<file path="src/rtl/cal_pkg.sv">
package cal_pkg;

  localparam int IDX_W   = 7;
  localparam int FIELD_N = 7;

  typedef struct packed {
    logic [6:0] yr;
    logic [3:0] mon;
    logic [4:0] mday;
    logic [2:0] wday;
    logic [4:0] hr;
    logic [5:0] min;
    logic [5:0] sec;
  } cal_time_t;

  typedef enum int {F_SEC = 0, F_MIN = 1, F_HR = 2, F_WDAY = 3,
                    F_MDAY = 4, F_MON = 5, F_YR = 6} field_e;

  localparam logic [IDX_W-1:0] A_SEC  = 7'd0;
  localparam logic [IDX_W-1:0] A_MIN  = 7'd2;
  localparam logic [IDX_W-1:0] A_HR   = 7'd4;
  localparam logic [IDX_W-1:0] A_WDAY = 7'd6;
  localparam logic [IDX_W-1:0] A_MDAY = 7'd7;
  localparam logic [IDX_W-1:0] A_MON  = 7'd8;
  localparam logic [IDX_W-1:0] A_YR   = 7'd9;
  localparam logic [IDX_W-1:0] A_STAT = 7'd10;
  localparam logic [IDX_W-1:0] A_CTRL = 7'd11;
  localparam logic [IDX_W-1:0] A_PWR  = 7'd13;

  localparam logic [IDX_W-1:0] FIELD_ADDR [FIELD_N] =
    '{A_SEC, A_MIN, A_HR, A_WDAY, A_MDAY, A_MON, A_YR};

  function automatic logic [7:0] bcd_to_bin(input logic [7:0] b);
    return ({4'd0, b[7:4]} * 8'd10) + {4'd0, b[3:0]};
  endfunction

  function automatic logic [7:0] bin_to_bcd(input logic [6:0] v);
    return {4'(v / 7'd10), 4'(v % 7'd10)};
  endfunction

  function automatic logic [4:0] month_len(input logic [3:0] m, input logic [6:0] y);
    case (m)
      4'd4, 4'd6, 4'd9, 4'd11: return 5'd30;
      4'd2:                    return (y[1:0] == 2'b00) ? 5'd29 : 5'd28;
      default:                 return 5'd31;
    endcase
  endfunction

endpackage

</file>
<file path="src/rtl/cal_prescaler.sv">
module cal_prescaler #(
  parameter int DIV  = 32768,
  parameter int LEAD = 8,
  parameter int HOLD = 65
) (
  input  logic clk,
  input  logic rst_n,
  input  logic tick,
  input  logic freeze,
  output logic adv,
  output logic uip
);
  localparam int PH_W = (DIV > 1) ? $clog2(DIV) : 1;
  localparam logic [PH_W-1:0] PH_LAST = PH_W'(DIV - 1);
  localparam logic [PH_W-1:0] PH_UIP  = PH_W'(DIV - LEAD);
  localparam logic [PH_W-1:0] PH_HOLD = PH_W'(HOLD);

  logic [PH_W-1:0] ph_q, ph_d;
  logic            ran_q, ran_d;
  logic            wrap;

  always_comb begin
    wrap  = tick && (ph_q == PH_LAST);
    ph_d  = wrap ? '0 : ph_q + 1'b1;
    adv   = wrap && !freeze;
    ran_d = ran_q | adv;
    uip   = !freeze && ((ph_q >= PH_UIP) || (ran_q && (ph_q < PH_HOLD)));
  end

  always_ff @(posedge clk or negedge rst_n) begin
    if (!rst_n) begin
      ph_q  <= '0;
      ran_q <= 1'b0;
    end else if (tick) begin
      ph_q  <= ph_d;
      ran_q <= ran_d;
    end
  end

endmodule

</file>
<file path="src/rtl/cal_time_regs.sv">
module cal_time_regs
  import cal_pkg::*;
(
  input  logic               clk,
  input  logic               rst_n,
  input  logic               adv,
  input  logic [FIELD_N-1:0] ld_sel,
  input  logic [7:0]         ld_val,
  output cal_time_t          cur
);
  cal_time_t cur_q, nxt;
  logic      en;

  always_comb begin
    nxt = cur_q;
    if (adv) begin
      if (nxt.sec >= 6'd59) begin
        nxt.sec = 6'd0;
        if (nxt.min >= 6'd59) begin
          nxt.min = 6'd0;
          if (nxt.hr >= 5'd23) begin
            nxt.hr   = 5'd0;
            nxt.wday = (nxt.wday >= 3'd7 || nxt.wday == 3'd0) ? 3'd1 : nxt.wday + 3'd1;
            if (nxt.mday >= month_len(nxt.mon, nxt.yr)) begin
              nxt.mday = 5'd1;
              if (nxt.mon >= 4'd12) begin
                nxt.mon = 4'd1;
                nxt.yr  = (nxt.yr >= 7'd99) ? 7'd0 : nxt.yr + 7'd1;
              end else begin
                nxt.mon = nxt.mon + 4'd1;
              end
            end else begin
              nxt.mday = nxt.mday + 5'd1;
            end
          end else begin
            nxt.hr = nxt.hr + 5'd1;
          end
        end else begin
          nxt.min = nxt.min + 6'd1;
        end
      end else begin
        nxt.sec = nxt.sec + 6'd1;
      end
    end
    // host loads take precedence over the update on the same field
    if (ld_sel[F_SEC])  nxt.sec  = ld_val[5:0];
    if (ld_sel[F_MIN])  nxt.min  = ld_val[5:0];
    if (ld_sel[F_HR])   nxt.hr   = ld_val[4:0];
    if (ld_sel[F_WDAY]) nxt.wday = ld_val[2:0];
    if (ld_sel[F_MDAY]) nxt.mday = ld_val[4:0];
    if (ld_sel[F_MON])  nxt.mon  = ld_val[3:0];
    if (ld_sel[F_YR])   nxt.yr   = ld_val[6:0];
    en = adv || (|ld_sel);
  end

  always_ff @(posedge clk or negedge rst_n) begin
    if (!rst_n) begin
      cur_q.sec  <= 6'd0;
      cur_q.min  <= 6'd0;
      cur_q.hr   <= 5'd0;
      cur_q.wday <= 3'd1;
      cur_q.mday <= 5'd1;
      cur_q.mon  <= 4'd1;
      cur_q.yr   <= 7'd0;
    end else if (en) begin
      cur_q <= nxt;
    end
  end

  assign cur = cur_q;

endmodule

</file>
<file path="src/rtl/cal_host_port.sv">
module cal_host_port
  import cal_pkg::*;
(
  input  logic               clk,
  input  logic               rst_n,
  input  logic               idx_we,
  input  logic               dat_we,
  input  logic [7:0]         wdata,
  input  cal_time_t          cur,
  input  logic               uip,
  input  logic               vrt,
  output logic [7:0]         rdata,
  output logic               freeze,
  output logic [FIELD_N-1:0] ld_sel,
  output logic [7:0]         ld_val
);
  logic [IDX_W-1:0]   idx_q;
  logic               frz_q, bin_q, h24_q;
  logic [FIELD_N-1:0] hit;
  logic               hr12_sel;
  logic [7:0]         dec_in, dec, hr_base;
  logic [6:0]         rv;
  logic [4:0]         h12;
  logic               pm_r;
  logic [7:0]         enc;
  logic               ctl_we;

  for (genvar i = 0; i < FIELD_N; i++) begin : g_hit
    assign hit[i]    = (idx_q == FIELD_ADDR[i]);
    assign ld_sel[i] = dat_we && hit[i];
  end

  // write path: mode-dependent decode into binary 24-hour form
  always_comb begin
    hr12_sel = (idx_q == A_HR) && !h24_q;
    dec_in   = hr12_sel ? {1'b0, wdata[6:0]} : wdata;
    dec      = bin_q ? dec_in : bcd_to_bin(dec_in);
    hr_base  = (dec == 8'd12) ? 8'd0 : dec;
    ld_val   = hr12_sel ? (hr_base + (wdata[7] ? 8'd12 : 8'd0)) : dec;
    ctl_we   = dat_we && (idx_q == A_CTRL);
  end

  // read path: binary 24-hour storage presented in the selected form
  always_comb begin
    h12  = (cur.hr == 5'd0) ? 5'd12 :
           (cur.hr > 5'd12) ? cur.hr - 5'd12 : cur.hr;
    pm_r = (cur.hr >= 5'd12);
    case (idx_q)
      A_SEC:   rv = {1'b0, cur.sec};
      A_MIN:   rv = {1'b0, cur.min};
      A_HR:    rv = h24_q ? {2'b0, cur.hr} : {2'b0, h12};
      A_WDAY:  rv = {4'b0, cur.wday};
      A_MDAY:  rv = {2'b0, cur.mday};
      A_MON:   rv = {3'b0, cur.mon};
      default: rv = cur.yr;
    endcase
    enc = bin_q ? {1'b0, rv} : bin_to_bcd(rv);
    if (idx_q == A_HR && !h24_q) enc[7] = pm_r;
    if (|hit)                    rdata = enc;
    else if (idx_q == A_STAT)    rdata = {uip, 7'd0};
    else if (idx_q == A_CTRL)    rdata = {frz_q, 4'd0, bin_q, h24_q, 1'b0};
    else if (idx_q == A_PWR)     rdata = {vrt, 7'd0};
    else                         rdata = 8'd0;
  end

  always_ff @(posedge clk or negedge rst_n) begin
    if (!rst_n) begin
      idx_q <= '0;
    end else if (idx_we) begin
      idx_q <= wdata[IDX_W-1:0];
    end
  end

  always_ff @(posedge clk or negedge rst_n) begin
    if (!rst_n) begin
      frz_q <= 1'b0;
      bin_q <= 1'b0;
      h24_q <= 1'b0;
    end else if (ctl_we) begin
      frz_q <= wdata[7];
      bin_q <= wdata[2];
      h24_q <= wdata[1];
    end
  end

  assign freeze = frz_q;

endmodule

</file>
<file path="src/rtl/cal_clock_core.sv">
module cal_clock_core
  import cal_pkg::*;
#(
  parameter int DIV  = 32768,
  parameter int LEAD = 8,
  parameter int HOLD = 65
) (
  input  logic       clk,
  input  logic       rst_n,
  input  logic       tick_32k,
  input  logic       pwr_ok,
  input  logic       idx_we,
  input  logic       dat_we,
  input  logic [7:0] wdata,
  output logic [7:0] rdata
);
  logic               rst_meta_q, rst_sync_n;
  logic               adv, uip, freeze, vrt_q;
  logic [FIELD_N-1:0] ld_sel;
  logic [7:0]         ld_val;
  cal_time_t          cur_time;

  always_ff @(posedge clk or negedge rst_n) begin
    if (!rst_n) begin
      rst_meta_q <= 1'b0;
      rst_sync_n <= 1'b0;
    end else begin
      rst_meta_q <= 1'b1;
      rst_sync_n <= rst_meta_q;
    end
  end

  always_ff @(posedge clk or negedge rst_sync_n) begin
    if (!rst_sync_n) begin
      vrt_q <= 1'b1;
    end else if (!pwr_ok) begin
      vrt_q <= 1'b0;
    end
  end

  cal_prescaler #(.DIV(DIV), .LEAD(LEAD), .HOLD(HOLD)) u_pre (
    .clk    (clk),
    .rst_n  (rst_sync_n),
    .tick   (tick_32k),
    .freeze (freeze),
    .adv    (adv),
    .uip    (uip)
  );

  cal_time_regs u_time (
    .clk    (clk),
    .rst_n  (rst_sync_n),
    .adv    (adv),
    .ld_sel (ld_sel),
    .ld_val (ld_val),
    .cur    (cur_time)
  );

  cal_host_port u_host (
    .clk    (clk),
    .rst_n  (rst_sync_n),
    .idx_we (idx_we),
    .dat_we (dat_we),
    .wdata  (wdata),
    .cur    (cur_time),
    .uip    (uip),
    .vrt    (vrt_q),
    .rdata  (rdata),
    .freeze (freeze),
    .ld_sel (ld_sel),
    .ld_val (ld_val)
  );

endmodule

</file>
<file path="config.mk">
export PLATFORM = sky130hd
export DESIGN_NAME = cal_clock_core
export DESIGN_NICKNAME = d
export VERILOG_FILES = /design/src/rtl/cal_pkg.sv /design/src/rtl/cal_prescaler.sv /design/src/rtl/cal_time_regs.sv /design/src/rtl/cal_host_port.sv /design/src/rtl/cal_clock_core.sv
export SDC_FILE = /design/constraint.sdc
export NUM_CORES = 1
export LEC_CHECK = 0
export ABC_AREA = 1
export CAP_MARGIN = 20
export CORE_UTILIZATION = 35
export DETAILED_ROUTE_END_ITERATION = 6
export PLACE_DENSITY = 0.54
export SYNTH_ARGS = -nofsm -noshare
export SYNTH_HDL_FRONTEND = slang
export SYNTH_SLANG_ARGS = --single-unit
</file>
<file path="constraint.sdc">
create_clock -name clk -period 8.9 [get_ports clk]
set_input_delay 1.78 -clock clk [delete_from_list [all_inputs] [get_ports clk]]
set_output_delay 1.78 -clock clk [all_outputs]
set_load 0.03 [all_outputs]
</file>
==> out/qor.txt <==
SETUP PATH
------------------------------------------------------------------------------------------
R2R cell count ..............................................................           30
Arrival time reported for the critical path endpoint ........................      4.28 ns
Number of buffer and inverter instances along the worst setup path ..........            5
Dominant delay contributor by cell family on the critical path .............. simple AND/OR/NAND/NOR gates
Type of element launching the critical path .................................         flop
Crit-path max cell delay ....................................................      0.66 ns
WP depth ....................................................................           29
Req. time, crit path ........................................................      7.12 ns
Endpoint type of the worst setup path ....................................... primary output
Endpoint of the most critical register-to-register path ..................... u_time.cur[23]
Most numerous cell on the critical path ..................................... sky130_fd_sc_hd__nand2_1
Startpoint of the worst setup timing path ................................... u_host.idx_q[5]
Critical path's slowest cell ................................................ sky130_fd_sc_hd__clkdlybuf4s50_1
Critical path destination ...................................................     rdata[1]
Worst Path Max Fanout .......................................................           11
Crit Path Category ..........................................................   reg -> out
Reg-to-reg slack, setup .....................................................      3.37 ns
Reg2reg start ............................................................... u_host.idx_q[2]

FLOORPLAN
------------------------------------------------------------------------------------------
Starting density of the core ................................................        0.356
Row count ...................................................................           45
Total die area ..............................................................    15900 µm²
Core Box Area ...............................................................    15100 µm²
Top-level port count ........................................................           22
Vertical extent of the die ..................................................       126 µm
Die width ...................................................................       126 µm

SYNTH
------------------------------------------------------------------------------------------
Synth Area per Inst .........................................................     7.11 µm²
Top FF cell, synth .......................................................... sky130_fd_sc_hd__dfrtp_1
Synthesized instance count ..................................................          759
Post-synth cell types .......................................................           52
Flop and latch count out of synthesis .......................................           65
Leading cell types by total area after synthesis ............................ sky130_fd_sc_hd__dfrtp_1 (28%), sky130_fd_sc_hd__nand2_1 (9.3%), sky130_fd_sc_hd__inv_1 (8.6%)
Number of enable flip-flop cells after synthesis ............................            0
Sequential area share after synthesis .......................................        0.302
Syn_nets ....................................................................          807
Fraction of registers with async set/reset ..................................         1.00
Area share of the leading cell type in the synthesized netlist ..............        0.283
Library cell with the largest summed area after synthesis ................... sky130_fd_sc_hd__dfrtp_1
Count of yosys warnings during synthesis ....................................            0
Post-Synthesis Cell Area ....................................................     5390 µm²

CLOCK TREE
------------------------------------------------------------------------------------------
Number of post-CTS setup repair buffers .....................................            0
Clock edge transition at the registers on the reported setup and hold paths .      0.06 ns
Number of buffers added by the clock tree synthesis step ....................            9
Level count of the clock H-tree .............................................            3
Worst-skew pair later-pin latency ...........................................      0.35 ns
Clock root cell ............................................................. sky130_fd_sc_hd__clkbuf_16
Total of hold buffers inserted after clock tree synthesis ...................            0
Number of cells upsized or downsized after cts ..............................            0
Bufs on Longest Clock Path ..................................................            2
TritonCTS clock tree ........................................................          yes
CTS sink cnt ................................................................           65

STATUS
------------------------------------------------------------------------------------------
Result of the run ........................................................... complete, no violations

TIMING
------------------------------------------------------------------------------------------
Final Hold Vio Count ........................................................            0
Worst-Margin Slew ...........................................................     0.831 ns
Least setup slack across all paths after layout .............................      2.84 ns
Max-slew headroom ...........................................................        0.431
Max-slew violation total from the final report ..............................            0
Share of the cycle needed by the critical path after routing ................        0.681
Number of setup violations in the final report ..............................            0
Final Skew ..................................................................   0.00832 ns
Final critical path time including I/O delays and setup .....................      6.06 ns
TNS Setup ...................................................................         0 ns
Peak clock frequency supported by timing ....................................      165 MHz
RSZ-0062 raised after global routing ........................................        false

DETAILED ROUTING
------------------------------------------------------------------------------------------
Routed length per instance ..................................................      14.7 µm
Remaining antenna violation count ...........................................            0
DRC errors left .............................................................            0
Number of iterations in the first detailed-routing pass .....................            5
Via density .................................................................         5.11
DRC marker count from the first detailed-route iteration ....................          302
Final wirelength ............................................................     14400 µm
Via count of the routed design ..............................................         5000

PLACE
------------------------------------------------------------------------------------------
Setup Slack @ Placement .....................................................      2.52 ns
Estimated wirelength of the detail-placed design ............................     11100 µm
Number of buffer cells added on primary ports ...............................           21
Placer Congestion ...........................................................        0.896
Cell count after placement ..................................................          963

FINISH
------------------------------------------------------------------------------------------
Number of nets in the final layout ..........................................          835
Area of the multi-input gates ...............................................     3180 µm²
Share of post-route cells with drive strength above 1 .......................        0.124
Leading cell types in the layout, fill and taps excluded .................... sky130_fd_sc_hd__nand2_1 (133), sky130_fd_sc_hd__inv_1 (123), sky130_fd_sc_hd__o21ai_0 (70)
Commonest non-fill, non-tap cell in the layout .............................. sky130_fd_sc_hd__nand2_1
Post-route non-filler standard cell count ...................................          979
Footprint of the flip-flops and latches .....................................     1630 µm²
Core occupancy in the finished layout .......................................        0.403
Synthesis-to-finish area growth .............................................        13.1%
Filler cell count ...........................................................         1563
Number of diodes ............................................................            0

GLOBAL ROUTE
------------------------------------------------------------------------------------------
Met3 Use GR .................................................................       0.0370
Remaining global-route overflow .............................................            0
Largest net degree at the start of global routing ...........................           50
Global route hottest layer ..................................................         met2
Wire length of the first global-routing pass ................................     23700 µm
Number of global-route vias before repair ...................................         4813
Tot GR Track Use ............................................................        0.191
M1 GR Usage .................................................................        0.259
Grt met2 use ................................................................        0.302
Antenna violations before repair ............................................            0

RUN
------------------------------------------------------------------------------------------
Max-capacitance violation count .............................................            0

MIN PATH
------------------------------------------------------------------------------------------
Path class of the lowest-slack min-delay path ............................... reg -> async

POWER AND IR DROP
------------------------------------------------------------------------------------------
Cell leakage power ..........................................................      2.95 nW
Worst vdd rail ir drop ......................................................     0.132 mV
Power density over the cells ................................................   240 nW/µm²

[area by class of cell]
| class | instances | share of cell area |
|---|---|---|
| clock inverters | 4 | 0.00472 |
| multi-input cells | 545 | 0.522 |
| clock buffers | 11 | 0.0414 |
| flip-flops and latches | 65 | 0.268 |
| inverters | 141 | 0.0868 |
| repair buffers | 25 | 0.0390 |
| well taps | 188 | 0.0386 |
[layer usage]
layer / part of all wire / routed length, µm / up-vias
li1: - / - / 2542
met1: 0.50 / 7140 / 2331
met2: 0.44 / 6310 / 107
met3: 0.043 / 624 / 20
met4: 0.020 / 286 / 0
met5: 0 / 0 / -
[sequential cells by signal, indices dropped and copies added, names as in the netlist]
signal         cells
u_pre.ran_q        1
rst_meta_q         1
u_host.h24_q       1
u_host.freeze      1
u_pre.ph_q        15
u_time.cur        36
vrt_q              1
u_host.bin_q       1
u_host.idx_q       7
rst_sync_n         1
[worst reg2reg max path, delay by kind of cell, from the launching register on]
kind / cells / cell delay [ns]
buffers and inverters: 8 / 0.91
adder cells (fa/ha/maj): 5 / 1.61
AND/OR/NAND/NOR: 13 / 1.84
flip-flops: 1 / 0.42
AO/OA/AOI/OAI: 4 / 0.69
[metrics by stage]
step | hold WS [ns] | power [mW] | area [µm²]
finish | 0.160 | 1.47 | 6100
detailed placement | 0.179 | 1.13 | 5810
floorplan | 0.331 | 0.960 | 5390
CTS | 0.178 | 1.48 | 6100
global route | 0.208 | 1.60 | 6100
global placement | 0.172 | 1.11 | 5810
[power breakdown]
group / leakage (nW) / total (mW) / internal, mW / switching (mW)
combinational: 2.05 / 0.650 / 0.245 / 0.405
clock: 0.134 / 0.340 / 0.202 / 0.138
sequential: 0.770 / 0.477 / 0.380 / 0.0973
total: 2.95 / 1.47 / 0.827 / 0.640
[worst min-delay path by stage]
| stage | slack (ns) | depth (start not counted) | to | from |
|---|---|---|---|---|
| after floorplan | 0.33 | 0 | rst_sync_n | rst_meta_q |
| after global placement | 0.17 | 0 | u_pre.ph_q[1] | rst_sync_n |
| after detailed placement | 0.18 | 0 | u_pre.ph_q[1] | rst_sync_n |
| after CTS | 0.18 | 0 | u_pre.ph_q[3] | rst_sync_n |
| after global routing | 0.21 | 0 | u_pre.ph_q[3] | rst_sync_n |
| final | 0.16 | 0 | u_pre.ph_q[3] | rst_sync_n |
[Yosys cell counts, types with 5 or more instances]
cell	number
sky130_fd_sc_hd__xor2_1	17
sky130_fd_sc_hd__inv_1	123
sky130_fd_sc_hd__a22oi_1	5
sky130_fd_sc_hd__nor4_1	6
sky130_fd_sc_hd__nand3_1	49
sky130_fd_sc_hd__or2_2	6
sky130_fd_sc_hd__nand2_2	17
sky130_fd_sc_hd__nand3_2	5
sky130_fd_sc_hd__o22ai_1	15
sky130_fd_sc_hd__a31oi_1	8
sky130_fd_sc_hd__nor3_1	16
sky130_fd_sc_hd__nand2_1	133
sky130_fd_sc_hd__dfrtp_1	61
sky130_fd_sc_hd__nand2_4	6
sky130_fd_sc_hd__inv_2	16
sky130_fd_sc_hd__a21oi_1	28
sky130_fd_sc_hd__nor2_1	69
sky130_fd_sc_hd__nor2_2	11
sky130_fd_sc_hd__o21ai_0	70
sky130_fd_sc_hd__ha_1	31
[kinds of logic after synthesis]
| logic type | Yosys count | share of synthesized area |
|---|---|---|
| adder cells (fa/ha/maj) | 34 | 0.0830 |
| AND/OR/NAND/NOR | 334 | 0.297 |
| buffers and inverters | 149 | 0.107 |
| AO/OA/AOI/OAI | 152 | 0.169 |
| XOR/XNOR | 21 | 0.0341 |
| other | 1 | 0.000695 |
| flip-flops | 65 | 0.302 |
| multiplexers | 3 | 0.00603 |
No activity file was read; power rests on OpenSTA's default activity.
